$ cat src/rtl/wrcyc_pkg.sv
// Package wrcyc_pkg
// Shared types for the programming cycle controller.
// Assumes nothing beyond IEEE 1800-2017 packed types.
package wrcyc_pkg;

    // State of the array scan that commits buffered bytes.
    typedef enum logic {
        SCAN_IDLE = 1'b0,
        SCAN_RUN  = 1'b1
    } scan_st_e;

    // Width of one data byte on the array port.
    localparam int BYTE_W = 8;

endpackage

$ cat src/rtl/wrcyc_timer.sv
// Module wrcyc_timer
// Down counter that times the programming cycle. On load it raises
// busy and holds it for exactly TWR_CYCLES clocks.
// Assumes load is never asserted while busy (the parent gates it).
module wrcyc_timer #(
    parameter int TWR_CYCLES = 40,
    localparam int CNT_W = $clog2(TWR_CYCLES + 1)
) (
    input  logic clk,
    input  logic rst_n,
    input  logic load,
    output logic busy
);

    logic [CNT_W-1:0] cnt_q;

    // Load, count down, and drop busy after the last counted cycle.
    always_ff @(posedge clk) begin
        if (!rst_n) begin
            cnt_q <= '0;
            busy  <= 1'b0;
        end else if (load) begin
            cnt_q <= CNT_W'(TWR_CYCLES - 1);
            busy  <= 1'b1;
        end else if (busy) begin
            if (cnt_q == '0) begin
                busy <= 1'b0;
            end else begin
                cnt_q <= cnt_q - 1'b1;
            end
        end
    end

    // while busy, the count steps down by one every cycle.
    a_r2_count_step: assert property (@(posedge clk) disable iff (!rst_n)
        (busy && $past(busy) && !$past(load)) |-> (cnt_q == $past(cnt_q) - 1'b1));

    // the count never exceeds the programmed window.
    a_r2_count_bound: assert property (@(posedge clk) disable iff (!rst_n)
        busy |-> (cnt_q <= CNT_W'(TWR_CYCLES - 1)));

endmodule

$ cat src/rtl/wrcyc_scan.sv
// Module wrcyc_scan
// Captures the page buffer at start, then walks the slots in
// ascending order, one per clock, and strobes the array for every
// slot that was flagged as received.
// Assumes start is only pulsed while the scan is idle.
module wrcyc_scan
    import wrcyc_pkg::*;
#(
    parameter int PAGE_BYTES = 8,
    parameter int ADDR_W     = 8,
    localparam int IDX_W = $clog2(PAGE_BYTES),
    localparam int ROW_W = ADDR_W - IDX_W
) (
    input  logic                       clk,
    input  logic                       rst_n,
    input  logic                       start,
    input  logic [ADDR_W-1:0]          page_base,
    input  logic [PAGE_BYTES*BYTE_W-1:0] buf_data,
    input  logic [PAGE_BYTES-1:0]      buf_be,
    output logic                       arr_we,
    output logic [ADDR_W-1:0]          arr_addr,
    output logic [BYTE_W-1:0]          arr_wdata
);

    scan_st_e                   st_q;
    logic [IDX_W-1:0]           idx_q;
    logic [ROW_W-1:0]           row_q;
    logic [PAGE_BYTES-1:0]      be_q;
    logic [BYTE_W-1:0]          slot_q [PAGE_BYTES];

    // Snapshot every buffered byte at start so later buffer edits cannot leak in.
    for (genvar g = 0; g < PAGE_BYTES; g++) begin : g_slot
        always_ff @(posedge clk) begin
            if (!rst_n) begin
                slot_q[g] <= '0;
            end else if (start) begin
                slot_q[g] <= buf_data[g*BYTE_W +: BYTE_W];
            end
        end
    end

    // Sequence the scan pointer across the page and return to idle at the end.
    always_ff @(posedge clk) begin
        if (!rst_n) begin
            st_q  <= SCAN_IDLE;
            idx_q <= '0;
            row_q <= '0;
            be_q  <= '0;
        end else if (start) begin
            st_q  <= SCAN_RUN;
            idx_q <= '0;
            row_q <= page_base[ADDR_W-1:IDX_W];
            be_q  <= buf_be;
        end else if (st_q == SCAN_RUN) begin
            if (idx_q == IDX_W'(PAGE_BYTES - 1)) begin
                st_q <= SCAN_IDLE;
            end
            idx_q <= idx_q + 1'b1;
        end
    end

    // Drive the array port from the captured slot under the pointer.
    always_comb begin
        arr_we    = (st_q == SCAN_RUN) && be_q[idx_q];
        arr_addr  = {row_q, idx_q};
        arr_wdata = slot_q[idx_q];
    end

    // the page row on the array port is frozen for the whole scan.
    a_r4_row_stable: assert property (@(posedge clk) disable iff (!rst_n)
        (st_q == SCAN_RUN && $past(st_q == SCAN_RUN) && !$past(start))
            |-> $stable(arr_addr[ADDR_W-1:IDX_W]));

    // slots are visited in strictly ascending order.
    a_r4_ascending: assert property (@(posedge clk) disable iff (!rst_n)
        (st_q == SCAN_RUN && $past(st_q == SCAN_RUN) && !$past(start))
            |-> (idx_q == $past(idx_q) + 1'b1));

endmodule

$ cat src/rtl/wrcyc_ctrl.sv
// Module wrcyc_ctrl
// Top of the self-timed programming cycle. Accepts a commit from the
// protocol engine, writes the received page slots to the array, and
// holds busy for TWR_CYCLES clocks, refusing every device-address
// acknowledge meanwhile so the master can poll.
// Assumes TWR_CYCLES >= PAGE_BYTES and single-cycle input strobes.
module wrcyc_ctrl
    import wrcyc_pkg::*;
#(
    parameter int PAGE_BYTES = 8,
    parameter int ADDR_W     = 8,
    parameter int TWR_CYCLES = 40
) (
    input  logic                         clk,
    input  logic                         rst_n,
    input  logic                         commit_req,
    input  logic [ADDR_W-1:0]            page_base,
    input  logic [PAGE_BYTES*BYTE_W-1:0] buf_data,
    input  logic [PAGE_BYTES-1:0]        buf_be,
    input  logic                         dev_addr_hit,
    output logic                         addr_ack,
    output logic                         busy,
    output logic                         arr_we,
    output logic [ADDR_W-1:0]            arr_addr,
    output logic [BYTE_W-1:0]            arr_wdata
);

    logic commit_go;

    // Start a cycle only from idle and only if some data byte arrived.
    always_comb begin
        commit_go = commit_req && (|buf_be) && !busy;
        addr_ack  = dev_addr_hit && !busy;
    end

    wrcyc_timer #(
        .TWR_CYCLES (TWR_CYCLES)
    ) u_timer (
        .clk   (clk),
        .rst_n (rst_n),
        .load  (commit_go),
        .busy  (busy)
    );

    wrcyc_scan #(
        .PAGE_BYTES (PAGE_BYTES),
        .ADDR_W     (ADDR_W)
    ) u_scan (
        .clk       (clk),
        .rst_n     (rst_n),
        .start     (commit_go),
        .page_base (page_base),
        .buf_data  (buf_data),
        .buf_be    (buf_be),
        .arr_we    (arr_we),
        .arr_addr  (arr_addr),
        .arr_wdata (arr_wdata)
    );

    // the programming window must cover the whole page scan.
    initial begin
        a_r2_window_covers_scan: assert (TWR_CYCLES >= PAGE_BYTES);
    end

    // a valid commit from idle raises busy on the next clock.
    a_r2_busy_on_commit: assert property (@(posedge clk) disable iff (!rst_n)
        (commit_req && (|buf_be) && !busy) |=> busy);

    // busy only ever rises after a commit that carried data.
    a_r3_rise_needs_data: assert property (@(posedge clk) disable iff (!rst_n)
        $rose(busy) |-> $past(commit_req && (|buf_be)));

    // the scan never writes the array outside the busy window.
    a_r4_write_in_window: assert property (@(posedge clk) disable iff (!rst_n)
        arr_we |-> busy);

    // a device-address hit in the busy window is never acknowledged.
    a_r6_refuse_while_busy: assert property (@(posedge clk) disable iff (!rst_n)
        (busy && dev_addr_hit) |-> !addr_ack);

endmodule

$ cat config.mk
export PLATFORM = sky130hd
export DESIGN_NAME = wrcyc_ctrl
export DESIGN_NICKNAME = d
export VERILOG_FILES = /design/src/rtl/wrcyc_pkg.sv /design/src/rtl/wrcyc_timer.sv /design/src/rtl/wrcyc_scan.sv /design/src/rtl/wrcyc_ctrl.sv
export SDC_FILE = /design/constraint.sdc
export NUM_CORES = 1
export LEC_CHECK = 0
export CORE_MARGIN = 3
export CORE_UTILIZATION = 40
export CTS_CLUSTER_SIZE = 16
export DETAILED_ROUTE_END_ITERATION = 7
export DONT_BUFFER_PORTS = 1
export SETUP_SLACK_MARGIN = 0.05
export SYNTH_ARGS = -nofsm -noshare
export SYNTH_HDL_FRONTEND = slang
export SYNTH_SLANG_ARGS = --single-unit
$ cat constraint.sdc
create_clock -name clk -period 3.1 [get_ports clk]
set_input_delay 0.62 -clock clk [delete_from_list [all_inputs] [get_ports clk]]
set_output_delay 0.62 -clock clk [all_outputs]
set_load 0.01 [all_outputs]
==> results.md, run 1 <==
- Status: finished, final reports clean
- Clock Path Buffers: 2
- Port buffer count: 0
- First-pass GRT wire length: around 13000 um
- Worst path buffer plus inverter count: 1
- Total CTS buffers: 9
- Critical path class: flip-flop to output pin
- Top cells by count, synth: and3_1 (64), edfxtp_1 (64), dfxtp_1 (27)
- Count of different cell masters after synthesis: 38
- Die area: 11600 sq um
- Setup Viol. Count Final: 0
- Register area share after synthesis: 0.596
- Overall power: between 2 and 3 mW
- Post-CTS setup repair buffer count: 0
- RePlAce Congestion: about 0.7
- Hold buffers post-CTS: 0
- Total wire length: 8470 um
- Final Cycle Share: 0.828
- Share of cells above drive strength 1: 0.108
- Worst Setup Slack, final: ~0.53 ns
- Max-slew violations: 0
- Max VDD drop: 0.247 mV
- Post-Syn Nets: 393
- Clk slew on worst S/H paths: 0.09 ns
- Synth-to-Final Area Change: 6.63%
- Syn Std Cell Area: 4130 sq um
- PD cells: 577 nW/um^2
- # IOs: around 100
- Tmin final: 2.57 ns
- DRT antenna net count: 0
- Starting Density: 0.417
- CP peak stage delay: between 0.6 and 0.7 ns
- Remaining Overflow, GRT: 0
- Instance count of the mapped netlist: 305
- Lkg Pwr: 1.82 nW
- Initial drt markers: between 100 and 150
- Die Ht: 108 um
- Worst slack at placement: 0.798 ns
- Post-synth EDFFs: 64
- Post-DP HPWL: approximately 5300 um
- Largest net degree at the start of global routing: 101
- Critical Path AT: 1.95 ns
- Top delay family on crit path: multiplexers
- Synth top area share: 0.465
- CTS sink cnt: between 90 and 100
- CTS root buf: clkbuf_8
- Max_cap viols: 0
- F_max: 390 MHz
- Worst-Skew Late Latency: 0.35 ns
- Resized cells post-CTS: 0
- Drt via density: 5.46
- Startpoint Class: flip-flop
- CTS tree: yes
- Die outline width: 108 um
- Final Cell Area: 4400 sq um
- CORE AREA: 9910 sq um
- Cells along the critical path: buf_4, mux4_1, mux2_2
- DRC viols: 0
- Placement Cell Area: 4190 sq um
- Wire per inst: between 15 and 20 um
- H-tree depth: 3
- Fin util: 0.444
- CP max FO: 16
- Syn avg cell area: ~14 sq um
- Req. time, crit path: between 2 and 2.5 ns
- Vias in the first global route: roughly 2400
- Fin. Hold Viols: 0
- Yosys warning count: 0
- CP max stage cell: mux4_1
- RSZ-0062 raised after global routing: false
- Nature of the critical path endpoint: output pin
- Share of flip-flops with an asynchronous set or reset: 0
- Gr usage total: 0.150
- Slew headroom: 0.390
- Setup TNS Final: 0 ns
- Ys flop type: edfxtp_1
- Synth area leaders: edfxtp_1 (47%), dfxtp_1 (13%), mux4_1 (10%)
- Row cnt: 36
- # nets final: 379
- Worst hold-check path type: input port to flip-flop
- Leading area contributor after synthesis: edfxtp_1
- Via count: about 2400
- Worst-Margin Slew: 0.914 ns
- Yosys reg bits: 91
- TritonRoute pass-1 iters: 4
- Clk_skew: 0.00822 ns
- Initial antenna violation count: 4
==> final cells by class <==
type | instances | area, sq um
fill | 913 | 5510
sequential | 91 | 2460
multi-input combinational | 184 | 1530
tap | 133 | 166
clock buffer | 11 | 131
clock inverter | 5 | 77.6
timing repair buffer | 3 | 22.5
inverter | 2 | 7.51
antenna | 2 | 5.00
==> power breakdown <==
group          switching, mW  internal [mW]  total (mW)
clock network          0.407          0.453       0.859
registers             0.0437           1.41        1.45
logic                  0.125          0.107       0.233
==> cells by family after synthesis <==
group,share of synthesized area
xor gates and xnor gates,0.00424
buffers and inverters,0.0357
AOI/OAI and AO/OA,0.0327
DFF,0.596
and+or+nand+nor,0.174
muxes,0.145
adders and majority gates,0.0121
==> worst register-to-register path: cells and delay by family, from the launching register on <==
kind	cells	cell delay [ns]
and+or+nand+nor	2	0.96
AOI/OAI and AO/OA	1	0.13
DFF	1	0.47
==> registers in the layout, summed over array words and instances, names as in the netlist, named ones only <==
signal,cells
u_scan.be_q,8
u_scan.idx_q,3
u_scan.row_q,5
u_scan.slot_q,64
u_scan.st_q,1
u_timer.busy,1
u_timer.cnt_q,6
==> path summary, 6_finish.rpt <==
path / startpoint / to / slack [ns] / cells after the start
setup reg to reg: u_timer.busy$_SDFF_PN0_ / u_scan.slot_q[2][7]$_SDFFCE_PN0P_ / 1.10 / 3
hold reg to reg: u_scan.be_q[4]$_SDFFE_PN0P_ / u_scan.be_q[4]$_SDFFE_PN0P_ / 0.46 / 2
setup / recovery: flip-flop / arr_wdata[0] / 0.53 / 3
hold / removal: rst_n / u_timer.cnt_q[5]$_SDFFE_PN0P_ / 0.38 / 1
==> through the flow <==
step / hold WS [ns] / instances
floorplan: 0.433 / 305
global placement: 0.445 / 413
detailed placement: 0.451 / 413
CTS: 0.367 / 429
global route: 0.365 / 431
finish: 0.382 / 431
==> placed cells by master (no fill, tap or decap), types with 2 or more instances in the layout <==
cell and count:
a21oi_1 2, bufinv_16 2, nand2b_1 2, ha_1 4, and3_1 64, clkbuf_8 9, inv_1 2, diode_2 2
dfxtp_1 27, nand2_1 18, nor3_1 2, mux4_1 16, xnor2_1 2, nor2_1 10, edfxtp_1 64, o21ai_1 3
mux2_2 9, clkbuf_1 2, o21ai_0 10, nor4_2 2, mux2i_1 3, nor2b_1 3, clkinv_2 2, nand3_1 15
buf_4 3, mux4_2 2, o21a_1 2, nand3b_1 3
==> metal layers <==
| layer | global-route usage | vias to the layer above | wire length, um |
|---|---|---|---|
| met2 | 0.216 | 83 | 3780 |
| met4 | 0.0541 | 4 | 92 |
| li1 | - | 1136 | - |
| met1 | 0.204 | 1117 | 3840 |
| met3 | 0.0612 | 12 | 735 |
| met5 | 0 | - | 14 |
Power figures use the tool's default switching activity.
==> run 2: changes to the inputs <==
==> constraint.sdc (replaced) <==
create_clock -name clk -period 2.2 [get_ports clk]
set_input_delay 0.44 -clock clk [delete_from_list [all_inputs] [get_ports clk]]
set_output_delay 0.44 -clock clk [all_outputs]
set_load 0.01 [all_outputs]
==> results.md, run 2 (synthesis gave the netlist of run 1 again) <==
- Initial antenna violation count: 6
- Total wire length: 8640 um
- CP max stage cell: mux4_2
- Drt via density: 5.46
- F_max: about 460 MHz
- Req. time, crit path: 1.76 ns
- Biggest register: u_scan.slot_q
- Gate power share: 0.108
- Uppermost layer routed: met5
- Switching power: 804 uW
- Worst-Margin Slew: about 0.63 ns
- Post-CTS setup repair buffer count: 0
- DR WL met3: just under 800 um
- Remaining Overflow, GRT: 0
- Wire per inst: around 20 um
- Max_cap viols: 0
- Critical path class: flip-flop to output pin
- Tmin final: 2.18 ns
- Met2 wire length: around 3800 um
- Die outline width: approximately 110 um
- Max-slew violations: 0
- Worst-Skew Late Latency: between 0.3 and 0.4 ns
- Clk slew on worst S/H paths: 0.08 ns
- DRT antenna net count: 0
- PD cells: between 700 and 800 nW/um^2
- DRC viols: 0
- Fin util: 0.449
- Initial drt markers: approximately 220
- CP max FO: 8
- Clock Path Buffers: 2
- Gr usage total: 0.151
- # nets final: 384
- Port buffer count: 0
- # fillers: 918
- Int Pwr: between 2 and 3 mW
- First-pass GRT wire length: 13100 um
- Largest net degree at the start of global routing: about 100
- Vias in the first global route: 2377
- Max FFs per register: 64
- Clk_skew: 0.00928 ns
- CORE AREA: 9910 sq um
- Synth-to-Final Area Change: 7.69%
- CP peak stage delay: approximately 0.53 ns
- Clock power frac: 0.310
- Die Ht: 108 um
- Most frequent cells in the layout: and3_1 (64), edfxtp_1 (64), dfxtp_1 (25)
- H-tree depth: 3
- Status: finished, final reports clean
- CTS tree: yes
- M1 WL: 3930 um
- Cells along the critical path: buf_12, mux4_2, mux2_4
- TritonRoute pass-1 iters: 4
- Via count: 2385
- Slew headroom: 0.581
- Starting Density: 0.417
- Setup Viol. Count Final: 0
- Max VDD drop: between 0.2 and 0.3 mV
- RePlAce Congestion: 0.735
- Post-DP HPWL: 5350 um
- Row cnt: 36
- RSZ-0062 raised after global routing: true
- Share of cells above drive strength 1: 0.179
- Nature of the critical path endpoint: output pin
- Net Sw Frac: 0.229
- Die area: 11600 sq um
- Critical Path AT: 1.74 ns
- CTS sink cnt: 91
- CTS root buf: clkbuf_8
- # IOs: 103
- Fin. Hold Viols: 0
- Hold_ws: approximately 0.22 ns
- Worst slack at placement: 0.297 ns
- Register share of total power: 0.582
- Worst hold-check path type: input port to flip-flop
- Worst Setup Slack, final: 0.0192 ns
- Lkg Pwr: 1.80 nW
- Startpoint Class: flip-flop
- Final Cycle Share: 0.991
- Largest registers: u_scan.slot_q (64), u_scan.be_q (8), u_timer.cnt_q (6)
- Total CTS buffers: 9
- Hold buffers post-CTS: 0
[run 2: worst paths after layout]
check	slack (ns)	cells past startpoint	endpoint	startpoint
worst max-delay path	0.02	3	arr_wdata[0]	flip-flop
worst min-delay path	0.22	1	u_timer.cnt_q[5]$_SDFFE_PN0P_	rst_n
worst min register to register	0.46	2	u_scan.be_q[0]$_SDFFE_PN0P_	u_scan.be_q[0]$_SDFFE_PN0P_
worst max register to register	0.47	4	u_scan.slot_q[0][2]$_SDFFCE_PN0P_	u_timer.busy$_SDFF_PN0_
[run 2: area by class of cell]
cell class                 instances  area [sq um]  share of cell area
clock buffer                      15           188              0.0422
inverter                           2          7.51             0.00169
tap                              133           166              0.0374
antenna                            3          7.51             0.00169
clock inverter                     1          5.00             0.00113
timing repair buffer               8           105              0.0236
multi-input combinational        184          1500               0.338
sequential                        91          2470               0.555
[run 2: worst max-delay path: cells and delay by family (launching register included)]
kind     cells  cell delay [ns]
mux          2             0.83
flops        1             0.40
buf+inv      1             0.16
[run 2: power groups by stage]
stage	registers, mW	logic (mW)	clock network (mW)
2_1_floorplan	2.06	0.309	0
3_3_place_gp	2.07	0.348	0
3_5_place_dp	2.08	0.354	0
4_1_cts	2.05	0.383	1.12
5_1_grt	2.06	0.418	1.21
6_report	2.05	0.378	1.09
[run 2: metrics by stage]
stage / std cells / TNS (ns) / total power, mW / area (sq um)
global route: 437 / -0.199 / 3.69 / 4450
finish: 437 / 0 / 3.52 / 4450
detailed placement: 417 / 0 / 2.43 / 4250
global placement: 417 / 0 / 2.42 / 4250
floorplan: 305 / 0 / 2.36 / 4130
CTS: 434 / -0.0275 / 3.56 / 4440
[run 2: what timing repair did]
action / CTS / global route
gates resized for setup: 27 / 1
setup endpoints to repair: 8 / 9
cloned: 1 / 0
[run 2: metal layers]
metal  global-route usage  up-vias
met5                    0        -
met4               0.0649        6
met3               0.0612       18
met2                0.221       81
met1                0.198     1146
li1                     -     1134
